==> src/rtl/stair_pkg.sv <==
package stair_pkg;

  // Strobes from the period controller to the datapath.
  typedef struct packed {
    logic load;  // last tick of a period: capture inputs at this edge
    logic live;  // a captured period is running
  } stair_ctl_t;

endpackage

==> src/rtl/stair_ctrl.sv <==
module stair_ctrl
  import stair_pkg::*;
#(
  parameter int TS_W = 10
) (
  input  logic            clk,
  input  logic            rstN,
  input  logic [TS_W-1:0] periodTicks,
  output stair_ctl_t      ctl,
  output logic [TS_W:0]   carrier,
  output logic [TS_W-1:0] tsHeld
);

  localparam logic [TS_W:0] ONE_W = 1;

  logic [TS_W-1:0] phase;
  logic            running;
  logic            endOfPeriod;
  logic [TS_W:0]   twoPhase;
  logic [TS_W:0]   twoTs;

  // With tsHeld at 0 after reset this fires at once and starts the first period.
  assign endOfPeriod = ({1'b0, phase} + ONE_W) >= {1'b0, tsHeld};

  always_ff @(posedge clk) begin
    if (!rstN) begin
      phase   <= '0;
      tsHeld  <= '0;
      running <= 1'b0;
    end else if (endOfPeriod) begin
      phase   <= '0;
      tsHeld  <= periodTicks;
      running <= 1'b1;
    end else begin
      phase <= phase + 1'b1;
    end
  end

  // Symmetric triangle: valley at tick 0, peak Ts at mid-period.
  assign twoPhase = {phase, 1'b0};
  assign twoTs    = {tsHeld, 1'b0};
  assign carrier  = (twoPhase <= {1'b0, tsHeld}) ? twoPhase : (twoTs - twoPhase);

  assign ctl.load = endOfPeriod;
  assign ctl.live = running;

  AST_CARRIER_PEAK: assert property (@(posedge clk) disable iff (!rstN)
    running |-> (carrier <= {1'b0, tsHeld})) else $error("carrier above peak");

  AST_PERIOD_RESTART: assert property (@(posedge clk) disable iff (!rstN)
    endOfPeriod |=> (phase == '0) && (carrier == '0)) else $error("no valley after period end");

  AST_PHASE_IN_PERIOD: assert property (@(posedge clk) disable iff (!rstN)
    running |-> (phase < tsHeld)) else $error("tick index past period");

endmodule

==> src/rtl/stair_dpath.sv <==
module stair_dpath
  import stair_pkg::*;
#(
  parameter int CELLS   = 3,
  parameter int REF_W   = 12,
  parameter int TS_W    = 10,
  parameter int RECIP_W = 16,
  parameter int FRAC_W  = 8,
  localparam int CNT_W  = $clog2(CELLS + 1),
  localparam int LVL_W  = CNT_W + 1
) (
  input  logic               clk,
  input  logic               rstN,
  input  stair_ctl_t         ctl,
  input  logic [TS_W:0]      carrier,
  input  logic [TS_W-1:0]    tsHeld,
  input  logic [REF_W-1:0]   refMag,
  input  logic               refNeg,
  input  logic [REF_W-1:0]   cellVolt,
  input  logic [RECIP_W-1:0] tsPerVolt,
  output logic [LVL_W-1:0]   phaseLevel,
  output logic               levelStep
);

  localparam int THR_W  = REF_W + CNT_W;
  localparam int PROD_W = REF_W + RECIP_W;
  localparam logic [CNT_W-1:0] CNT_ONE = 1;
  localparam logic [LVL_W-1:0] LVL_ONE = 1;

  // Values held for the whole period.
  logic [REF_W-1:0]   magQ;
  logic [REF_W-1:0]   voltQ;
  logic               negQ;
  logic [RECIP_W-1:0] recipQ;

  always_ff @(posedge clk) begin
    if (!rstN) begin
      magQ   <= '0;
      voltQ  <= '0;
      negQ   <= 1'b0;
      recipQ <= '0;
    end else if (ctl.load) begin
      magQ   <= refMag;
      voltQ  <= cellVolt;
      negQ   <= refNeg;
      recipQ <= tsPerVolt;
    end
  end

  // Threshold ladder: thr[g] = g * U, reached[g] = V >= g * U.
  logic [THR_W-1:0] thr [CELLS+1];
  logic [CELLS:1]   reached;

  assign thr[0] = '0;

  for (genvar g = 1; g <= CELLS; g++) begin : g_thr
    assign thr[g]     = THR_W'(voltQ) * THR_W'(g);
    assign reached[g] = THR_W'(magQ) >= thr[g];
  end

  logic [CNT_W-1:0]  region;
  logic              saturated;
  logic [REF_W-1:0]  resid;
  logic [PROD_W-1:0] product;
  logic [PROD_W-1:0] scaled;
  logic [TS_W-1:0]   dwellUp;
  logic [TS_W-1:0]   dwellLow;
  logic              pickLower;
  logic [CNT_W-1:0]  magLevel;
  logic [LVL_W-1:0]  unsignedLvl;
  logic [LVL_W-1:0]  levelNext;

  always_comb begin
    region = '0;
    for (int i = 1; i < CELLS; i++) begin
      region = region + CNT_W'(reached[i]);
    end
  end

  assign saturated = reached[CELLS];
  assign resid     = REF_W'(THR_W'(magQ) - thr[region]);
  assign product   = PROD_W'(resid) * PROD_W'(recipQ);
  assign scaled    = product >> FRAC_W;
  assign dwellUp   = (scaled > PROD_W'(tsHeld)) ? tsHeld : scaled[TS_W-1:0];
  assign dwellLow  = tsHeld - dwellUp;
  assign pickLower = {1'b0, dwellLow} >= carrier;

  assign magLevel    = saturated ? CNT_W'(CELLS) : (pickLower ? region : region + CNT_ONE);
  assign unsignedLvl = {1'b0, magLevel};
  assign levelNext   = negQ ? (~unsignedLvl + LVL_ONE) : unsignedLvl;

  always_ff @(posedge clk) begin
    if (!rstN) begin
      phaseLevel <= '0;
      levelStep  <= 1'b0;
    end else if (ctl.live) begin
      phaseLevel <= levelNext;
      levelStep  <= levelNext != phaseLevel;
    end else begin
      levelStep <= 1'b0;
    end
  end

  AST_HOLD_MIDPERIOD: assert property (@(posedge clk) disable iff (!rstN)
    !ctl.load |=> $stable(magQ) && $stable(negQ) && $stable(voltQ) && $stable(recipQ))
    else $error("held reference moved inside a period");

  AST_LEVEL_RANGE: assert property (@(posedge clk) disable iff (!rstN)
    ($signed(phaseLevel) <= CELLS) && ($signed(phaseLevel) >= -CELLS))
    else $error("level out of range");

  AST_DWELL_CLAMP: assert property (@(posedge clk) disable iff (!rstN)
    ctl.live |-> (dwellUp <= tsHeld)) else $error("upper dwell exceeds period");

  AST_SAT_FULL: assert property (@(posedge clk) disable iff (!rstN)
    (ctl.live && saturated) |=> (($signed(phaseLevel) == CELLS) || ($signed(phaseLevel) == -CELLS)))
    else $error("saturated reference not at full level");

  AST_NEG_SIGN: assert property (@(posedge clk) disable iff (!rstN)
    (ctl.live && negQ) |=> ($signed(phaseLevel) <= 0)) else $error("negative reference gave positive level");

  AST_STEP_ONLY_ON_CHANGE: assert property (@(posedge clk) disable iff (!rstN)
    levelStep |-> (phaseLevel != $past(phaseLevel))) else $error("strobe without level change");

endmodule

==> src/rtl/stair_modulator.sv <==
module stair_modulator
  import stair_pkg::*;
#(
  parameter int CELLS   = 3,
  parameter int REF_W   = 12,
  parameter int TS_W    = 10,
  parameter int RECIP_W = 16,
  parameter int FRAC_W  = 8,
  localparam int CNT_W  = $clog2(CELLS + 1),
  localparam int LVL_W  = CNT_W + 1
) (
  input  logic               clk,
  input  logic               rstN,
  input  logic [REF_W-1:0]   refMag,
  input  logic               refNeg,
  input  logic [REF_W-1:0]   cellVolt,
  input  logic [TS_W-1:0]    periodTicks,
  input  logic [RECIP_W-1:0] tsPerVolt,
  output logic [LVL_W-1:0]   phaseLevel,
  output logic               levelStep
);

  stair_ctl_t      ctl;
  logic [TS_W:0]   carrier;
  logic [TS_W-1:0] tsHeld;

  stair_ctrl #(
    .TS_W(TS_W)
  ) u_ctrl (
    .clk        (clk),
    .rstN       (rstN),
    .periodTicks(periodTicks),
    .ctl        (ctl),
    .carrier    (carrier),
    .tsHeld     (tsHeld)
  );

  stair_dpath #(
    .CELLS  (CELLS),
    .REF_W  (REF_W),
    .TS_W   (TS_W),
    .RECIP_W(RECIP_W),
    .FRAC_W (FRAC_W)
  ) u_dpath (
    .clk       (clk),
    .rstN      (rstN),
    .ctl       (ctl),
    .carrier   (carrier),
    .tsHeld    (tsHeld),
    .refMag    (refMag),
    .refNeg    (refNeg),
    .cellVolt  (cellVolt),
    .tsPerVolt (tsPerVolt),
    .phaseLevel(phaseLevel),
    .levelStep (levelStep)
  );

endmodule

==> config.mk <==
export PLATFORM = sky130hd
export DESIGN_NAME = stair_modulator
export DESIGN_NICKNAME = d
export VERILOG_FILES = /design/src/rtl/stair_pkg.sv /design/src/rtl/stair_ctrl.sv /design/src/rtl/stair_dpath.sv /design/src/rtl/stair_modulator.sv
export SDC_FILE = /design/constraint.sdc
export NUM_CORES = 1
export LEC_CHECK = 0
export ABC_CLOCK_PERIOD_IN_PS = 20300
export BUFFER_PORTS_ARGS = -buffer_cell sky130_fd_sc_hd__buf_2
export CAP_MARGIN = 20
export CORE_UTILIZATION = 30
export DETAILED_ROUTE_END_ITERATION = 16
export HOLD_SLACK_MARGIN = 0.02
export PLACE_DENSITY = 0.42
export SKIP_CTS_REPAIR_TIMING = 1
export SYNTH_ARGS = -nofsm -noshare
export SYNTH_HDL_FRONTEND = slang
export SYNTH_SLANG_ARGS = --single-unit
==> constraint.sdc <==
create_clock -name clk -period 20.3 [get_ports clk]
set_input_delay 1.015 -clock clk [delete_from_list [all_inputs] [get_ports clk]]
set_output_delay 1.015 -clock clk [all_outputs]
set_load 0.03 [all_outputs]
# ---- After elaboration in Yosys (flattened, before gate mapping)
# Index checks and enable logic that the tools add are counted.
dict set report op_classes {
  n_addsub 8
  n_mul 2
  n_div 0
  magnitude_cmp 8
  eq_ne 1
  n_shift 0
  muxes 8
  n_bitwise 3
  n_reduce_logical 2
}
# cell n
set ops {}
lappend ops {{binary-select mux 14 bit (select 2 bit)} 1}
lappend ops {{multiplier 12 x 16 -> 28 bit} 1}
lappend ops {{2-to-1 mux 12 bit} 2}
lappend ops {{> comparator 20 x 10 -> 1 bit} 1}
lappend ops {{>= comparator 12 x 14 -> 1 bit} 1}
lappend ops {{multiplier 12 x 2 -> 14 bit, second input constant} 1}
lappend ops {{>= comparator 12 x 13 -> 1 bit} 1}
lappend ops {{>= comparator 12 bit} 1}
lappend ops {{subtractor 12 bit} 1}
lappend ops {{adder 10 x 1 -> 11 bit, second input constant} 1}
lappend ops {{>= comparator 10 x 11 -> 1 bit} 1}
lappend ops {{>= comparator 11 x 10 -> 1 bit} 1}
lappend ops {{<= comparator 11 x 10 -> 1 bit} 1}
lappend ops {{2-to-1 mux 11 bit} 1}
lappend ops {{subtractor 11 bit} 1}
lappend ops {{adder 10 x 1 -> 10 bit, second input constant} 1}
lappend ops {{2-to-1 mux 10 bit} 1}
lappend ops {{subtractor 10 bit} 1}
lappend ops {{inverter 2 -> 3 bit} 2}
lappend ops {{2-to-1 mux 2 bit} 2}
lappend ops {{adder 3 x 1 -> 3 bit, second input constant} 1}
lappend ops {{>= comparator 3 bit, second input constant} 1}
lappend ops {{2-to-1 mux 3 bit} 1}
lappend ops {{inequality test 3 bit} 1}
lappend ops {{5 further kinds} 5}
dict set report word_totals {
  register_bits 66
  latch_bits 0
  ram_bits 0
  romBits 0
  out_inout_bits 4
  n_memories 0
}

# ---- Logic depth before layout (Yosys ltp)
dict set report logic_depth {
  ltp_word 18
  mapped_depth 82
}

# ---- Cells and area by module
# Synthesis repeated with hierarchy kept, for this count alone.
dict set report hier_totals {
  hier_cells 1480
  hier_area_um2 12593.3
}
# module instances cells_each area_each_um2
set by_module_without_submodules {}
lappend by_module_without_submodules {stair_dpath 1 1261 10740.3}
lappend by_module_without_submodules {stair_ctrl 1 219 1853.0}

# ---- Least setup slack after synthesis
# Ideal clock, no wire load.
dict set report synth_timing {
  path_kind {reg-to-reg}
  startpoint {reg u_dpath.voltQ[1]}
  endpoint {reg u_dpath.levelStep}
  setup_ps 125
  arrival_time_ps 14806
  setup_slack_ps 5369
  path_stages_with_launch 79
  path_buffers 4
  period_less_slack_ps 14931
  cell_sequence {dfxtp_1 inv_1 ha_1 nor2b_1 o21a_1 o21a_1 o21a_1 o21ai_0 nand2b_1 a21o_1 a21oi_1 o21ai_0 o31a_1 ha_1 clkbuf_1 buf_1 o21ai_0 a22oi_1 (+43 left out) o21ai_0 a21boi_0 o21ai_0 nand2b_1 xor2_1 ha_1 a211o_1 nor3_1 a21oi_1 a221oi_1 a21oi_2 xnor2_1 nor2_1 ha_1 nand2b_1 o31a_1 xnor2_1 a31oi_1}
}
dict set report synth_between {
  elab_chain_cells 18
  elab_cells_between_ends 22
  cone_classes {add/sub (5); mul (2); order compare (5); eq/ne (1); mux (7); bitwise (2)}
}
# item line
set synth_lines {}
lappend synth_lines {{start: declaration} stair_dpath.sv:32} ;# logic [REF_W-1:0] voltQ;
lappend synth_lines {{start signal: assignment} stair_dpath.sv:44} ;# voltQ <= cellVolt;
lappend synth_lines {{branches (longest 13 deep; another with multiplier 12 x 16 -> 28 bit)} n/a}
lappend synth_lines {{2-to-1 mux 2 bit *} stair_dpath.sv:88} ;# assign magLevel = saturated ? CNT_W'(CELLS) : (pickLower ? region : region + CNT_ONE);
lappend synth_lines {{inverter 2 -> 3 bit} stair_dpath.sv:90} ;# assign levelNext = negQ ? (~unsignedLvl + LVL_ONE) : unsignedLvl;
lappend synth_lines {{adder 3 x 1 -> 3 bit} stair_dpath.sv:90}
lappend synth_lines {{2-to-1 mux 3 bit *} stair_dpath.sv:90}
lappend synth_lines {{inequality test 3 bit *} stair_dpath.sv:98} ;# levelStep <= levelNext != phaseLevel;
lappend synth_lines {{end signal: assignment} stair_dpath.sv:98}
lappend synth_lines {{end: declaration} stair_dpath.sv:22} ;# output logic levelStep
# Every way passes the cells marked *. The select of a mux whose other input is x is not followed.
# A chain may end at the register's enable or synchronous reset.

# ---- Final worst setup path
# Same ends and word-level chain as after synthesis.

==> results summary <==
The run finished with clean final reports. The final wirelength came out at roughly 32000 um. The data arrival time of the critical path is around 17 ns. The worst hold path terminates at u_dpath.magQ[0]$_SDFFE_PN0P_.

The critical path starts at u_dpath.voltQ[1]$_SDFFE_PN0P_. The remaining antenna violation count after routing is 0. The die covers between 40000 and 50000 um2.

The post-route worst hold slack is around 0.52 ns. The sum of met2 wire segment lengths after detailed routing is approximately 15000 um. The die outline width came out at 203 um. The post-route netlist has under 10% of its cells at a drive strength greater than 1.

The number of DRC violations after detailed-routing iteration 0 came out at just over 300. The HPWL after detailed placement is approximately 26000 um. The detailed router placed 9237 vias in this run. The number of enable flip-flop cells after synthesis is 0. The headroom to the max-slew limit is 30.1%. The synthesized area per cell came out at between 8 and 9 um2. The maximum clock path buffer count came out at 2. The minimum period implied by the final worst setup slack came out at 16.88 ns. The via count of the first global-routing pass is 9712. The post-synthesis instance area came out at 12100 um2. The number of register bits inferred by synthesis is 66. The number of clock buffers added by TritonCTS is 9. The number of placement rows is 73.

Timing analysis after detailed placement gives a worst setup slack of between 3 and 4 ns. The worst setup path is of the reg2reg kind. The last weighted congestion value of the routability-driven placer came out at 0.798.

The total negative setup slack came out at 0 ns. The tree built by TritonCTS fans out to 66 sinks. The fraction of post-synthesis cell area in the top cell type by area came out at a little under a quarter. The number of port buffers came out at 56. The largest area contributor in the netlist is sky130_fd_sc_hd__fa_1. The number of antenna violations at the first check in global routing is 0. Data on the critical path is required at its endpoint by around 21 ns. The sequential fraction of the synthesis area is a little over a tenth. The total congestion overflow after global routing came out at 0. In this design, the stage delay of the slowest critical-path cell is ~0.60 ns. The worst setup path is captured at a flip-flop. The clock root buffer is sky130_fd_sc_hd__clkbuf_16. The post-route clock skew came out at roughly 0.012 ns. Timing would allow up to around 60 MHz. After detailed routing, the average wire length per cell comes to about 16 um. The worst hold path begins at u_dpath.magQ[0]$_SDFFE_PN0P_. Across all setup checks in the final design, the least slack found is between 3 and 4 ns.

The first-pass GRT wire length is between 50000 and 60000 um. For this design, the slowest cell found on the critical path is sky130_fd_sc_hd__nor2_1. Global routing used 16.6% of the available tracks across all layers.

The worst hold path stage count came out at 2. Counting every instance in the synthesized netlist gives between 1000 and 1500. After filler insertion, the fill cell instance count of the layout stands at 4274. The final critical path takes up between 80 and 90% of the cycle. At the end of the flow, the number of nets in the layout was approximately 1800.

Pin placement for this block handled 57 I/O pins. Sorting the synthesized cells by area gives the leading types as sky130_fd_sc_hd__fa_1, sky130_fd_sc_hd__ha_1, sky130_fd_sc_hd__dfxtp_1. The clock insertion delay at the later pin of the skew report came out at approximately 0.36 ns. The met1 layer wirelength in the final routing came out at between 15000 and 20000 um. Compared with the post-synthesis result, the final layout area differs by 9.43%.

The number of distinct library cells after synthesis is 60. The pre-antenna-repair detailed-routing pass consisted of 5 iterations. The core outline area came out at 39800 um2.

The via count normalized by instance count came out at between 4 and 5. The count of pins over their slew limit is 0. The floorplan die height came out at around 200 um.

Clock-pin slew was measured on the worst setup and hold paths at about 0.07 ns. The slack of the worst reg-to-reg path is between 3 and 4 ns. For the pin with the worst max-slew slack, the measured transition is 1.05 ns. The endpoint identified for the worst register-to-register timing path is u_dpath.levelStep$_SDFF_PN0_. The final hold violation count came out at 0.

The total setup violations reported at the end of the flow came out at 0. The remaining design rule violation count is 0. In the synthesized netlist the dominant register cell turns out to be sky130_fd_sc_hd__dfxtp_1. The deepest level of the CTS H-tree came out at 3. The maximum fanout along the worst path is 16. The synthesis warning total came out at 0. Setup repair after global routing left no endpoint under its margin.

The cell depth of the worst flop-to-flop path came out at 76. The starting utilization of the core area is a little under a third. The worst setup path is launched from a flip-flop. The number of antenna cells inserted came out at 0. The origin of the critical flop-to-flop path is u_dpath.voltQ[1]$_SDFFE_PN0P_. The met3 wire length is around 1000 um. Max-cap violations in this run came to 0. Entering global routing, the biggest net connects 67 pins.

TritonCTS built the clock tree. The net count after synthesis is 1780. In the synthesized netlist the async set-or-reset flop fraction comes to 0%. The worst hold path belongs to the class reg2reg. Routed signal wires occupy layers up through met4.
[per-layer routing]
| metal | vias up | global-route usage, % |
|---|---|---|
| met2 | 138 | 27.5 |
| met3 | 18 | 2.74 |
| li1 | 4619 | - |
| met4 | 0 | 3.22 |
| met1 | 4462 | 22.8 |
| met5 | - | 0 |
[cell usage after synthesis (4+ instances only)]
cell and count:
sky130_fd_sc_hd__a21boi_0 8, sky130_fd_sc_hd__a21o_1 26, sky130_fd_sc_hd__a21oi_1 49, sky130_fd_sc_hd__a22oi_1 9, sky130_fd_sc_hd__and2_1 56, sky130_fd_sc_hd__and3_1 19, sky130_fd_sc_hd__buf_2 6, sky130_fd_sc_hd__clkbuf_1 41
sky130_fd_sc_hd__dfxtp_1 66, sky130_fd_sc_hd__fa_1 143, sky130_fd_sc_hd__ha_1 179, sky130_fd_sc_hd__inv_1 225, sky130_fd_sc_hd__mux2i_1 77, sky130_fd_sc_hd__nand2_1 148, sky130_fd_sc_hd__nand2b_1 36, sky130_fd_sc_hd__nand3_1 14
sky130_fd_sc_hd__nand4_1 6, sky130_fd_sc_hd__nor2_1 47, sky130_fd_sc_hd__nor2b_1 67, sky130_fd_sc_hd__nor3_1 12, sky130_fd_sc_hd__o211a_1 4, sky130_fd_sc_hd__o211ai_1 5, sky130_fd_sc_hd__o21a_1 17, sky130_fd_sc_hd__o21ai_0 31
sky130_fd_sc_hd__o21bai_1 6, sky130_fd_sc_hd__xnor2_1 40, sky130_fd_sc_hd__xor2_1 16
[logic make-up (layout without fill, tap and decap cells)]
logic type,count (synthesis),count (layout),share of synthesized area (%)
AO/OA/AOI/OAI,188,188,10.4
AND/OR/NAND/NOR,422,422,17.7
multiplexers,77,77,6.35
buffers and inverters,274,308,8.57
flip-flops,66,66,10.9
XOR/XNOR,56,56,4.04
adder cells (fa/ha/maj),322,322,42.1
[stage by stage]
stage                     area (um2)  utilization (%)  cells
after floorplan                12100                -   1405
after global placement         13000             32.6   1948
after detailed placement       13000             32.6   1948
after CTS                      13300             33.3   1964
after global routing           13300             33.3   1964
final                          13300             33.3   1964
[flip-flops by register name, summed over array words and instances, names as in the netlist]
register	count
u_dpath.phaseLevel	3
u_ctrl.running	1
u_dpath.magQ	12
u_dpath.levelStep	1
u_dpath.voltQ	12
u_dpath.recipQ	16
u_ctrl.phase	10
u_dpath.negQ	1
u_ctrl.tsHeld	10
[placed cells by master (no fill, tap or decap), drive strengths merged, types with 10 or more instances in the layout]
| cell | n |
|---|---|
| xor2 | 16 |
| mux2i | 77 |
| nand2 | 148 |
| ha | 179 |
| clkbuf | 10 |
| nand2b | 36 |
| nand3 | 14 |
| a21oi | 50 |
| a21o | 26 |
| a21boi | 10 |
| nor2b | 67 |
| buf | 67 |
| dfxtp | 66 |
| and3 | 19 |
| and2 | 56 |
| nor3 | 12 |
| nor2 | 47 |
| fa | 143 |
| xnor2 | 40 |
| inv | 225 |
| o21ai | 33 |
| o21a | 17 |
[critical path, delay by kind of cell, from the launching register on]
kind / cells / cell delay (ns)
multiplexers: 1 / 0.42
XOR/XNOR: 6 / 0.96
adder cells (fa/ha/maj): 13 / 5.10
buffers and inverters: 6 / 0.60
flip-flops: 1 / 0.46
AO/OA/AOI/OAI: 31 / 5.67
AND/OR/NAND/NOR: 19 / 3.50
[area by class of cell]
| class | instances | area (um2) | share of cell area, % |
|---|---|---|---|
| clock inverters | 6 | 67.6 | 0.509 |
| flip-flops and latches | 66 | 1320 | 9.95 |
| multi-input cells | 1065 | 9790 | 73.8 |
| clock buffers | 10 | 229 | 1.72 |
| well taps | 525 | 657 | 4.95 |
| repair buffers | 67 | 363 | 2.73 |
| inverters | 225 | 845 | 6.36 |
[worst max-delay path by stage]
stage / end / slack (ns) / depth (start not counted)
final: u_dpath.levelStep$_SDFF_PN0_ / 3.42 / 76
after global placement: u_dpath.levelStep$_SDFF_PN0_ / 3.60 / 76
after floorplan: u_dpath.levelStep$_SDFF_PN0_ / 5.37 / 78
after CTS: u_dpath.levelStep$_SDFF_PN0_ / 3.29 / 76
after global routing: u_dpath.levelStep$_SDFF_PN0_ / 1.67 / 77
after detailed placement: u_dpath.levelStep$_SDFF_PN0_ / 3.34 / 76
Power is left out: the tool's default activity adds up to more than one toggle a clock period on the data nets, which glitch-free logic cannot reach.
